[src/rtl/lcdBusPkg.sv]
package lcdBusPkg;

  typedef enum logic [1:0] {
    ST_IDLE = 2'd0,
    ST_ACC  = 2'd1,
    ST_GAP  = 2'd2
  } busStateE;

  localparam logic [1:0] KIND_CMD = 2'd0;

  // Per-clock strobes from the control to the datapath
  typedef struct packed {
    logic load;     // latch write value
    logic capture;  // sample bus input
    logic csAct;    // chip-select active
    logic weAct;    // write strobe active
    logic reAct;    // read strobe active
    logic isCmd;    // command cycle in progress
    logic isWrite;  // write cycle in progress
  } strobeS;

endpackage

[src/rtl/lcdBusTick.sv]
module lcdBusTick (
  input  logic clk,
  input  logic rstN,
  input  logic run,
  input  logic restart,
  input  logic div2,
  output logic tickEn
);

  logic phase;

  always_ff @(posedge clk) begin
    if (!rstN)               phase <= 1'b0;
    else if (restart)        phase <= 1'b0;
    else if (run && div2)    phase <= ~phase;
    else                     phase <= 1'b0;
  end

  // Tick ends on the last clock of each tick period
  assign tickEn = run && (!div2 || phase);

  AST_HALF_RATE: assert property (@(posedge clk) disable iff (!rstN)
    (run && div2 && tickEn) ##1 div2 |-> !tickEn);

endmodule

[src/rtl/lcdBusCtrl.sv]
module lcdBusCtrl
  import lcdBusPkg::*;
#(
  parameter int CNT_W = 6,
  parameter int ON_W  = 4
) (
  input  logic             clk,
  input  logic             rstN,
  input  logic [ON_W-1:0]  csOn,
  input  logic [CNT_W-1:0] csOff,
  input  logic [ON_W-1:0]  weOn,
  input  logic [CNT_W-1:0] weOff,
  input  logic [ON_W-1:0]  reOn,
  input  logic [CNT_W-1:0] reOff,
  input  logic [CNT_W-1:0] wrCycle,
  input  logic [CNT_W-1:0] rdCycle,
  input  logic [CNT_W-1:0] accTime,
  input  logic [CNT_W-1:0] csGap,
  input  logic             reqValid,
  input  logic [1:0]       reqKind,
  input  logic             tickEn,
  output logic             busy,
  output logic             run,
  output logic             accept,
  output strobeS           strb
);

  busStateE         state;
  logic [CNT_W-1:0] cnt;
  logic [1:0]       kindReg;
  logic             isRead;
  logic [CNT_W-1:0] cycSel;
  logic [CNT_W-1:0] cycLast;
  logic [CNT_W-1:0] gapLast;
  logic             active;
  logic             lastAcc;

  assign isRead  = kindReg[1];
  assign cycSel  = isRead ? rdCycle : wrCycle;
  assign cycLast = (cycSel == '0) ? '0 : cycSel - 1'b1;
  assign gapLast = csGap - 1'b1;
  assign active  = (state == ST_ACC);
  assign lastAcc = (cnt == cycLast);
  assign accept  = reqValid && (state == ST_IDLE);
  assign run     = (state != ST_IDLE);
  assign busy    = run;

  always_ff @(posedge clk) begin
    if (!rstN) begin
      state   <= ST_IDLE;
      cnt     <= '0;
      kindReg <= KIND_CMD;
    end else begin
      unique case (state)
        ST_IDLE: begin
          if (accept) begin
            state   <= ST_ACC;
            cnt     <= '0;
            kindReg <= reqKind;
          end
        end
        ST_ACC: begin
          if (tickEn) begin
            if (lastAcc) begin
              cnt   <= '0;
              state <= (csGap == '0) ? ST_IDLE : ST_GAP;
            end else begin
              cnt <= cnt + 1'b1;
            end
          end
        end
        ST_GAP: begin
          if (tickEn) begin
            if (cnt == gapLast) begin
              cnt   <= '0;
              state <= ST_IDLE;
            end else begin
              cnt <= cnt + 1'b1;
            end
          end
        end
        default: state <= ST_IDLE;
      endcase
    end
  end

  always_comb begin
    strb         = '0;
    strb.load    = accept;
    strb.csAct   = active && (cnt >= CNT_W'(csOn)) && (cnt < csOff);
    strb.weAct   = active && !isRead && (cnt >= CNT_W'(weOn)) && (cnt < weOff);
    strb.reAct   = active && isRead && (cnt >= CNT_W'(reOn)) && (cnt < reOff);
    strb.capture = active && isRead && tickEn && (cnt == accTime);
    strb.isCmd   = active && (kindReg == KIND_CMD);
    strb.isWrite = active && !isRead;
  end

  AST_IGNORE_BUSY: assert property (@(posedge clk) disable iff (!rstN)
    (busy && reqValid) |=> $stable(kindReg));

  AST_HOLD_NO_TICK: assert property (@(posedge clk) disable iff (!rstN)
    (busy && !tickEn) |=> $stable(cnt) && $stable(state));

  AST_ZERO_CYCLE: assert property (@(posedge clk) disable iff (!rstN)
    (active && tickEn && cycSel == '0) |=> (state != ST_ACC));

endmodule

[src/rtl/lcdBusDatapath.sv]
module lcdBusDatapath
  import lcdBusPkg::*;
#(
  parameter int DATA_W = 16
) (
  input  logic              clk,
  input  logic              rstN,
  input  logic [1:0]        busWidth,
  input  logic [DATA_W-1:0] reqData,
  input  logic [DATA_W-1:0] lcdDataIn,
  input  strobeS            strb,
  input  logic              busy,
  output logic [DATA_W-1:0] rdData,
  output logic              lcdCsN,
  output logic              lcdWrN,
  output logic              lcdRdN,
  output logic              lcdDcSel,
  output logic [DATA_W-1:0] lcdDataOut,
  output logic              lcdDataOe
);

  localparam int HALF = DATA_W / 2;
  localparam logic [DATA_W-1:0] LOW_MASK = {{HALF{1'b0}}, {HALF{1'b1}}};

  logic              wide;
  logic [DATA_W-1:0] outReg;
  logic [DATA_W-1:0] rdReg;

  assign wide = (busWidth == 2'b11);

  function automatic logic [DATA_W-1:0] fitWidth(input logic [DATA_W-1:0] v,
                                                 input logic w);
    return w ? v : (v & LOW_MASK);
  endfunction

  always_ff @(posedge clk) begin
    if (!rstN) begin
      outReg <= '0;
      rdReg  <= '0;
    end else begin
      if (strb.load)    outReg <= fitWidth(reqData, wide);
      if (strb.capture) rdReg  <= fitWidth(lcdDataIn, wide);
    end
  end

  assign rdData     = rdReg;
  assign lcdCsN     = !strb.csAct;
  assign lcdWrN     = !strb.weAct;
  assign lcdRdN     = !strb.reAct;
  assign lcdDcSel   = !strb.isCmd;
  assign lcdDataOe  = strb.isWrite;
  assign lcdDataOut = strb.isWrite ? outReg : '0;

  AST_IDLE_QUIET: assert property (@(posedge clk) disable iff (!rstN)
    !busy |-> (lcdCsN && lcdWrN && lcdRdN));

  AST_ONE_STROBE: assert property (@(posedge clk) disable iff (!rstN)
    !(!lcdWrN && !lcdRdN));

  AST_NO_DRIVE_ON_READ: assert property (@(posedge clk) disable iff (!rstN)
    !lcdRdN |-> !lcdDataOe);

  AST_NARROW_READ: assert property (@(posedge clk) disable iff (!rstN)
    ($past(strb.capture) && !wide) |-> (rdData[DATA_W-1:HALF] == '0));

endmodule

[src/rtl/lcdBusTiming.sv]
module lcdBusTiming
  import lcdBusPkg::*;
#(
  parameter int DATA_W = 16,
  parameter int CNT_W  = 6,
  parameter int ON_W   = 4
) (
  input  logic              clk,
  input  logic              rstN,
  input  logic              tickDiv2,
  input  logic [1:0]        busWidth,
  input  logic [ON_W-1:0]   csOnTicks,
  input  logic [CNT_W-1:0]  csOffTicks,
  input  logic [ON_W-1:0]   wrOnTicks,
  input  logic [CNT_W-1:0]  wrOffTicks,
  input  logic [ON_W-1:0]   rdOnTicks,
  input  logic [CNT_W-1:0]  rdOffTicks,
  input  logic [CNT_W-1:0]  wrCycleTicks,
  input  logic [CNT_W-1:0]  rdCycleTicks,
  input  logic [CNT_W-1:0]  sampleTicks,
  input  logic [CNT_W-1:0]  csGapTicks,
  input  logic              reqValid,
  input  logic [1:0]        reqKind,
  input  logic [DATA_W-1:0] reqData,
  output logic              busy,
  output logic [DATA_W-1:0] rdData,
  output logic              lcdCsN,
  output logic              lcdWrN,
  output logic              lcdRdN,
  output logic              lcdDcSel,
  output logic [DATA_W-1:0] lcdDataOut,
  output logic              lcdDataOe,
  input  logic [DATA_W-1:0] lcdDataIn
);

  logic   tickEn;
  logic   run;
  logic   accept;
  strobeS strb;

  lcdBusTick uTick (
    .clk(clk), .rstN(rstN), .run(run), .restart(accept),
    .div2(tickDiv2), .tickEn(tickEn)
  );

  lcdBusCtrl #(.CNT_W(CNT_W), .ON_W(ON_W)) uCtrl (
    .clk(clk), .rstN(rstN),
    .csOn(csOnTicks), .csOff(csOffTicks),
    .weOn(wrOnTicks), .weOff(wrOffTicks),
    .reOn(rdOnTicks), .reOff(rdOffTicks),
    .wrCycle(wrCycleTicks), .rdCycle(rdCycleTicks),
    .accTime(sampleTicks), .csGap(csGapTicks),
    .reqValid(reqValid), .reqKind(reqKind), .tickEn(tickEn),
    .busy(busy), .run(run), .accept(accept), .strb(strb)
  );

  lcdBusDatapath #(.DATA_W(DATA_W)) uData (
    .clk(clk), .rstN(rstN), .busWidth(busWidth),
    .reqData(reqData), .lcdDataIn(lcdDataIn), .strb(strb), .busy(busy),
    .rdData(rdData), .lcdCsN(lcdCsN), .lcdWrN(lcdWrN), .lcdRdN(lcdRdN),
    .lcdDcSel(lcdDcSel), .lcdDataOut(lcdDataOut), .lcdDataOe(lcdDataOe)
  );

endmodule

[config.mk]
export PLATFORM = sky130hd
export DESIGN_NAME = lcdBusTiming
export DESIGN_NICKNAME = d
export VERILOG_FILES = /design/src/rtl/lcdBusPkg.sv /design/src/rtl/lcdBusTick.sv /design/src/rtl/lcdBusCtrl.sv /design/src/rtl/lcdBusDatapath.sv /design/src/rtl/lcdBusTiming.sv
export SDC_FILE = /design/constraint.sdc
export NUM_CORES = 1
export LEC_CHECK = 0
export ABC_AREA = 1
export CORE_ASPECT_RATIO = 0.5
export CORE_MARGIN = 2
export CORE_UTILIZATION = 45
export CTS_CLUSTER_SIZE = 12
export DETAILED_ROUTE_END_ITERATION = 7
export PLACE_DENSITY = 0.95
export SLEW_MARGIN = 20
export SYNTH_ARGS = -nofsm -noshare
export SYNTH_HDL_FRONTEND = slang
export SYNTH_SLANG_ARGS = --single-unit
[constraint.sdc]
create_clock -name clk -period 3.4 [get_ports clk]
set_input_delay 1.02 -clock clk [delete_from_list [all_inputs] [get_ports clk]]
set_output_delay 1.02 -clock clk [all_outputs]
set_load 0.02 [all_outputs]
======== Word level (Yosys, flattened, before mapping) ========
Index checks and enable logic that the tools add are counted.
operators by class
  add/sub/neg operators ................... 3
  $mul .................................... 0
  div/mod/pow operators ................... 0
  magnitude comparators ................... 6
  eq/ne operators ......................... 11
  shift operators ......................... 0
  muxes and demuxes ....................... 18
  bitwise operators ....................... 3
  reductions and logical operators ........ 31
operator list
  cell                                                                     number
  16-bit 2-to-1 mux                                                        3
  6-bit 2-to-1 mux                                                         7
  6-bit equality test                                                      3
  6-bit by 4-bit >= comparator with 1-bit output                           3
  6-bit less-than comparator                                               3
  6-bit one-hot mux with 3 select lines                                    1
  1-bit logical AND                                                        14
  6-bit logical NOT                                                        2
  2-bit 2-to-1 mux                                                         6
  6-bit by 1-bit subtractor with 6-bit output, second input constant       2
  6-bit by 1-bit adder with 6-bit output, second input constant            1
  1-bit logical NOT                                                        6
  2-bit by 1-bit inequality test with 1-bit output, second input constant  3
  2-bit one-hot mux with 3 select lines                                    1
  5-bit AND reduction                                                      1
  2-bit equality test, second input constant                               2
  2-bit logical NOT                                                        2
  2-bit inequality test, second input constant                             2
  4-bit AND reduction                                                      1
  1-bit NOT                                                                3
  3-bit nonzero test                                                       1
  3-bit OR reduction                                                       1
  2-bit by 1-bit equality test with 1-bit output, second input constant    1
  2-bit AND reduction                                                      1
  other kinds (2)                                                          2
word-level totals
  register bits after elaboration ......... 43
  bits in latches ......................... 0
  memory bits (writable) .................. 0
  bits in read-only memories .............. 0
  bits of input ports ..................... 94
  output and inout port bits .............. 38
  word-level logic and storage cells ...... 78
  memories ................................ 0

======== Depth between registers and ports, before layout ========
Gate-level depths: netlist (run 1).
  word-level depth ........................ 7
  mapped depth ............................ 19
  mapped depth without buffers ............ 18

======== Cells and area by module ========
Synthesis (run 1) repeated with hierarchy kept, for this count alone.
unflattened totals
  cells, all modules ...................... 552
  area total of the unflattened synthesis .. 3442.1 um^2
by module, submodules not included
  module          instances  cells each  area an instance (um^2)  seq. area each (um^2)
  lcdBusCtrl      1          315         1928.1                   200.2
  lcdBusDatapath  1          230         1466.4                   640.6
  lcdBusTick      1          7           47.5                     20.0

======== Worst setup path after synthesis (run 1) ========
No wires, ideal clock.
  path kind ............................... input to output
  from .................................... input port rdOnTicks[0]
  to ...................................... output port lcdRdN
  arrival time ............................ 1.859 ns
  required time ........................... 2.380 ns
  path slack .............................. 0.521 ns
  stages .................................. 6
  path buffers ............................ 0
  path through ............................ ha_1 o21ai_0 nand2_1 a21oi_1 o21ai_0 nand3_1
on the way
  cells in the longest elaborated chain, start to end .. 4
ends and longest elaborated chain
  item                                            RTL line              text
  from (decl)                                     lcdBusTiming.sv:16    input logic [ON_W-1:0] rdOnTicks,
  6-bit by 4-bit >= comparator with 1-bit output  lcdBusCtrl.sv:92      strb.reAct = active && isRead && (cnt >= CNT_W'(reOn)) && (cnt < reOff);
  1-bit logical AND (2 in series)                 lcdBusCtrl.sv:92
  1-bit logical NOT                               lcdBusDatapath.sv:49  assign lcdRdN = !strb.reAct;
  to (decl)                                       lcdBusTiming.sv:29    output logic lcdRdN,
No other way between the ends.

======== Worst setup path in the final report (run 1) ========
  from .................................... input port wrOffTicks[5]
  to ...................................... output port lcdWrN
on the way
  cells in the longest elaborated chain, start to end .. 3
ends and longest elaborated chain
  item                        RTL line              text
  from (decl)                 lcdBusTiming.sv:15    input logic [CNT_W-1:0] wrOffTicks,
  6-bit less-than comparator  lcdBusCtrl.sv:91      strb.weAct = active && !isRead && (cnt >= CNT_W'(weOn)) && (cnt < weOff);
  1-bit logical AND           lcdBusCtrl.sv:91
  1-bit logical NOT           lcdBusDatapath.sv:48  assign lcdWrN = !strb.weAct;
  to (decl)                   lcdBusTiming.sv:28    output logic lcdWrN,
No other way between the ends.

==> results.md, run 1 <==
* CP Launch Point: wrOffTicks[5]
* Vias at 3573
* DRC at 0
* Wirelength, routed at 10000 um
* Fin nets at 734
* Cell variety after synth at 33
* Synth-to-Final Area Change at 58.7%
* Mapped Cells at 470
* Setup CP Type: in -> out
* Max Fclk at 293 MHz
* Clock sinks at 43
* Crit Path Max Fanout at 3
* Clk network pwr share at 0.276
* Cell Rows at 21
* WP data arrival at 2390 ps
* Failing checks: setup timing
* Non-Filler Instances at ~700
* Worst setup SP type: input port
* LEAKAGE at between 2 and 2.5 nW
* CTS buffer count at 5
* Commonest non-fill, non-tap cells in the layout: 115 x clkdlybuf4s50_1, 81 x nand2_1, 73 x inv_1
* Hold Path Class: reg -> reg
* Largest stage delay, worst path at 500 ps
* Area occupied by multi-input gates at 0.00209 sq mm
* GRT Util Overall at 0.237
* Design area at 0.00498 sq mm
* Initial DRT Pass Iterations at 6
* HPWL after DPL at 6720 um
* Worst setup path end: lcdWrN
* Sw Share at 0.374
* R2r setup slk at 1040 ps
* Worst path required time at 2380 ps
* Initial Util at 0.467
* Placed instance area at 0.00457 sq mm
* N_diodes at 0
* Die Ht at 63.1 um
* CTS tree: done
* Crit path depth at 7
* Max cap viols at 0
* CORE AREA at 0.00673 sq mm
* Final ANT Viol Nets at 0
* CP delay by family, top: buffers and inverters
* H-tree levels at 2
* Reg area at 861 sq um
* Setup TNS at -13.5 ps
* Worst Skew at 6.73 ps
* Die Area at 0.00770 sq mm
* Reg-to-Reg Start: uCtrl.state[0]
* Setup-failing EPs final at 1
* Clk_lat worst skew at 290 ps
* Max Slew Vio Count at 0
* Mapped cell area at roughly 0.0031 sq mm
* Clock slew at the register clock pins of the worst setup and hold paths at 60 ps
* Largest net degree at the start of global routing at 28
* # fillers at 488
* Critical Path Slowest Stage Cell: clkdlybuf4s50_1
* Power Internal at 1.26 mW
* Avg Cell Area, Syn at 6.68 sq um
* Total Power at 2.01 mW
* Clk root buf: clkbuf_16
* CP Capture Type: primary output
* Outcome: finished, violations left
* Slew margin rel. at 0.525
* Syn_nets at 599
* Initial drt markers at 258
* VDD IR max at roughly 270 uV
* Combinational Power Share at 0.427
* Final setup margin at -13.5 ps
* Max Root-Sink Buffers at 2
* Via-to-Cell Ratio at 5.12
* Die extent in x at 122 um
* Setup WS pre-CTS at -561 ps
* Seq cells post-synth at 43
* Fraction of layout cells with a size suffix above 1 at 0.132
* Min cycle time layout at 3410 ps
* Tightest Pin Transition at 711 ps
* Placed insts at 690
* Worst R2R Path Depth at 9
* Final Hold Viols at 0
* Power density over the cells at roughly 400 mW/mm^2
* Sequential fraction of design power at 0.297
* Placer Congestion at 0.850
* Initial antenna violation count at 0
* Period utilisation layout at 1.00
* Reg2reg end: uCtrl.cnt[1]
* Port buffer count at 131
* Worst path bufs/invs at 3
* Sequential share of the synthesized area at 0.274
* Net Sw Power at between 700 and 800 uW
* Commonest non-fill, non-tap cell in the layout: clkdlybuf4s50_1
* Worst path cell trace: clkdlybuf4s50_1 -> inv_2 -> ha_4 -> a21oi_1 -> o221a_2 -> nand3_2 -> buf_6
* Post-CTS Setup Bufs at 0
* Hold Buf Count CTS at 0
* Routed length per instance at 14.4 um
* Gr ovfl total at 0
* Global-route wire length before repair at between 10000 and 15000 um
* Io pins at 132
* Number of global-route vias before repair at 3366
* Yosys warning count at 0
cells by family after synthesis:
logic type | synth area share
adder cells (fa/ha/maj) | 0.139
buffers and inverters | 0.128
AO/OA/AOI/OAI | 0.151
XOR/XNOR | 0.0335
AND/OR/NAND/NOR | 0.273
flip-flops | 0.274
registers in the layout, indices dropped and copies added, names as in the netlist:
signal,count
uCtrl.state,2
uCtrl.cnt,6
uData.rdData,16
uTick.phase,1
uCtrl.kindReg,2
uData.outReg,16
synthesized netlist by cell type:
cell type | number | share of area
o221a_2 | 3 | 0.011
xor2_1 | 11 | 0.031
buf_2 | 3 | 0.0048
nand2_4 | 1 | 0.0036
a21oi_1 | 37 | 0.059
nand3b_1 | 2 | 0.0048
a22oi_1 | 8 | 0.019
nor4_1 | 2 | 0.0040
inv_6 | 1 | 0.0028
nand3_1 | 30 | 0.048
nand2_1 | 81 | 0.097
inv_2 | 1 | 0.0012
clkbuf_2 | 2 | 0.0032
clkinv_2 | 1 | 0.0016
buf_4 | 1 | 0.0024
nor3_1 | 6 | 0.0096
clkinv_1 | 1 | 0.0012
nor2_2 | 2 | 0.0040
o21ai_0 | 32 | 0.051
nor2_1 | 57 | 0.068
o22ai_1 | 1 | 0.0020
clkbuf_1 | 6 | 0.0072
inv_1 | 81 | 0.097
or2_2 | 1 | 0.0020
o31ai_1 | 2 | 0.0048
xnor2_1 | 1 | 0.0028
ha_1 | 35 | 0.14
nand4_1 | 4 | 0.0080
dfxtp_1 | 43 | 0.27
nand2_2 | 9 | 0.018
buf_6 | 2 | 0.0072
nand3_2 | 2 | 0.0064
a2111oi_2 | 1 | 0.0048
final cells by class:
class,instances,share of cell area
Sequential cell,43,0.173
Clock inverter,3,0.00929
Inverter,85,0.0653
Clock buffer,5,0.0251
Tap cell,92,0.0231
Multi-Input combinational cell,328,0.419
Timing Repair Buffer,142,0.285
per-stage QoR:
step                hold slack (ps)   util
floorplan                       393      -
global placement                400  0.680
detailed placement              405  0.680
CTS                             414  0.718
global route                    432  0.741
finish                          411  0.741
metal layers:
layer  vias up  wire length [um]  GRT usage
li1       1774                 -          -
met1      1617              4190      0.281
met3        27               745     0.0498
met4         0               227     0.0833
met2       155              4860      0.424
met5         -                 0          0
timing repair:
item	CTS	global route
cloned	0	0
pin swaps	21	25
gates resized for setup	38	35
setup endpoints to repair	3	3
worst min-delay path by stage:
stage,endpoint,from,cells past startpoint,slack [ps]
CTS,uTick.phase,uTick.phase,1,410
finish,uTick.phase,uTick.phase,1,410
global route,uTick.phase,uTick.phase,1,430
global placement,uTick.phase,uTick.phase,1,400
detailed placement,uTick.phase,uTick.phase,1,410
floorplan,uTick.phase,uTick.phase,1,390
power groups by stage:
| stage | sequential, mW | clock [mW] | combinational (mW) |
|---|---|---|---|
| global route | 0.600 | 0.585 | 0.952 |
| floorplan | 0.593 | 0 | 0.508 |
| detailed placement | 0.606 | 0 | 0.807 |
| global placement | 0.603 | 0 | 0.782 |
| CTS | 0.595 | 0.555 | 0.833 |
| finish | 0.598 | 0.556 | 0.860 |
No activity file was read; power rests on OpenSTA's default activity.
==> run 2: changes to the inputs <==
--- a/config.mk
+++ b/config.mk
@@ -12,7 +12,6 @@
 export CTS_CLUSTER_SIZE = 12
 export DETAILED_ROUTE_END_ITERATION = 7
 export PLACE_DENSITY = 0.95
-export SLEW_MARGIN = 20
 export SYNTH_ARGS = -nofsm -noshare
 export SYNTH_HDL_FRONTEND = slang
 export SYNTH_SLANG_ARGS = --single-unit
==> results of run 2 <==
No change in the layout: final DEF, timing and power equal those of run 1.
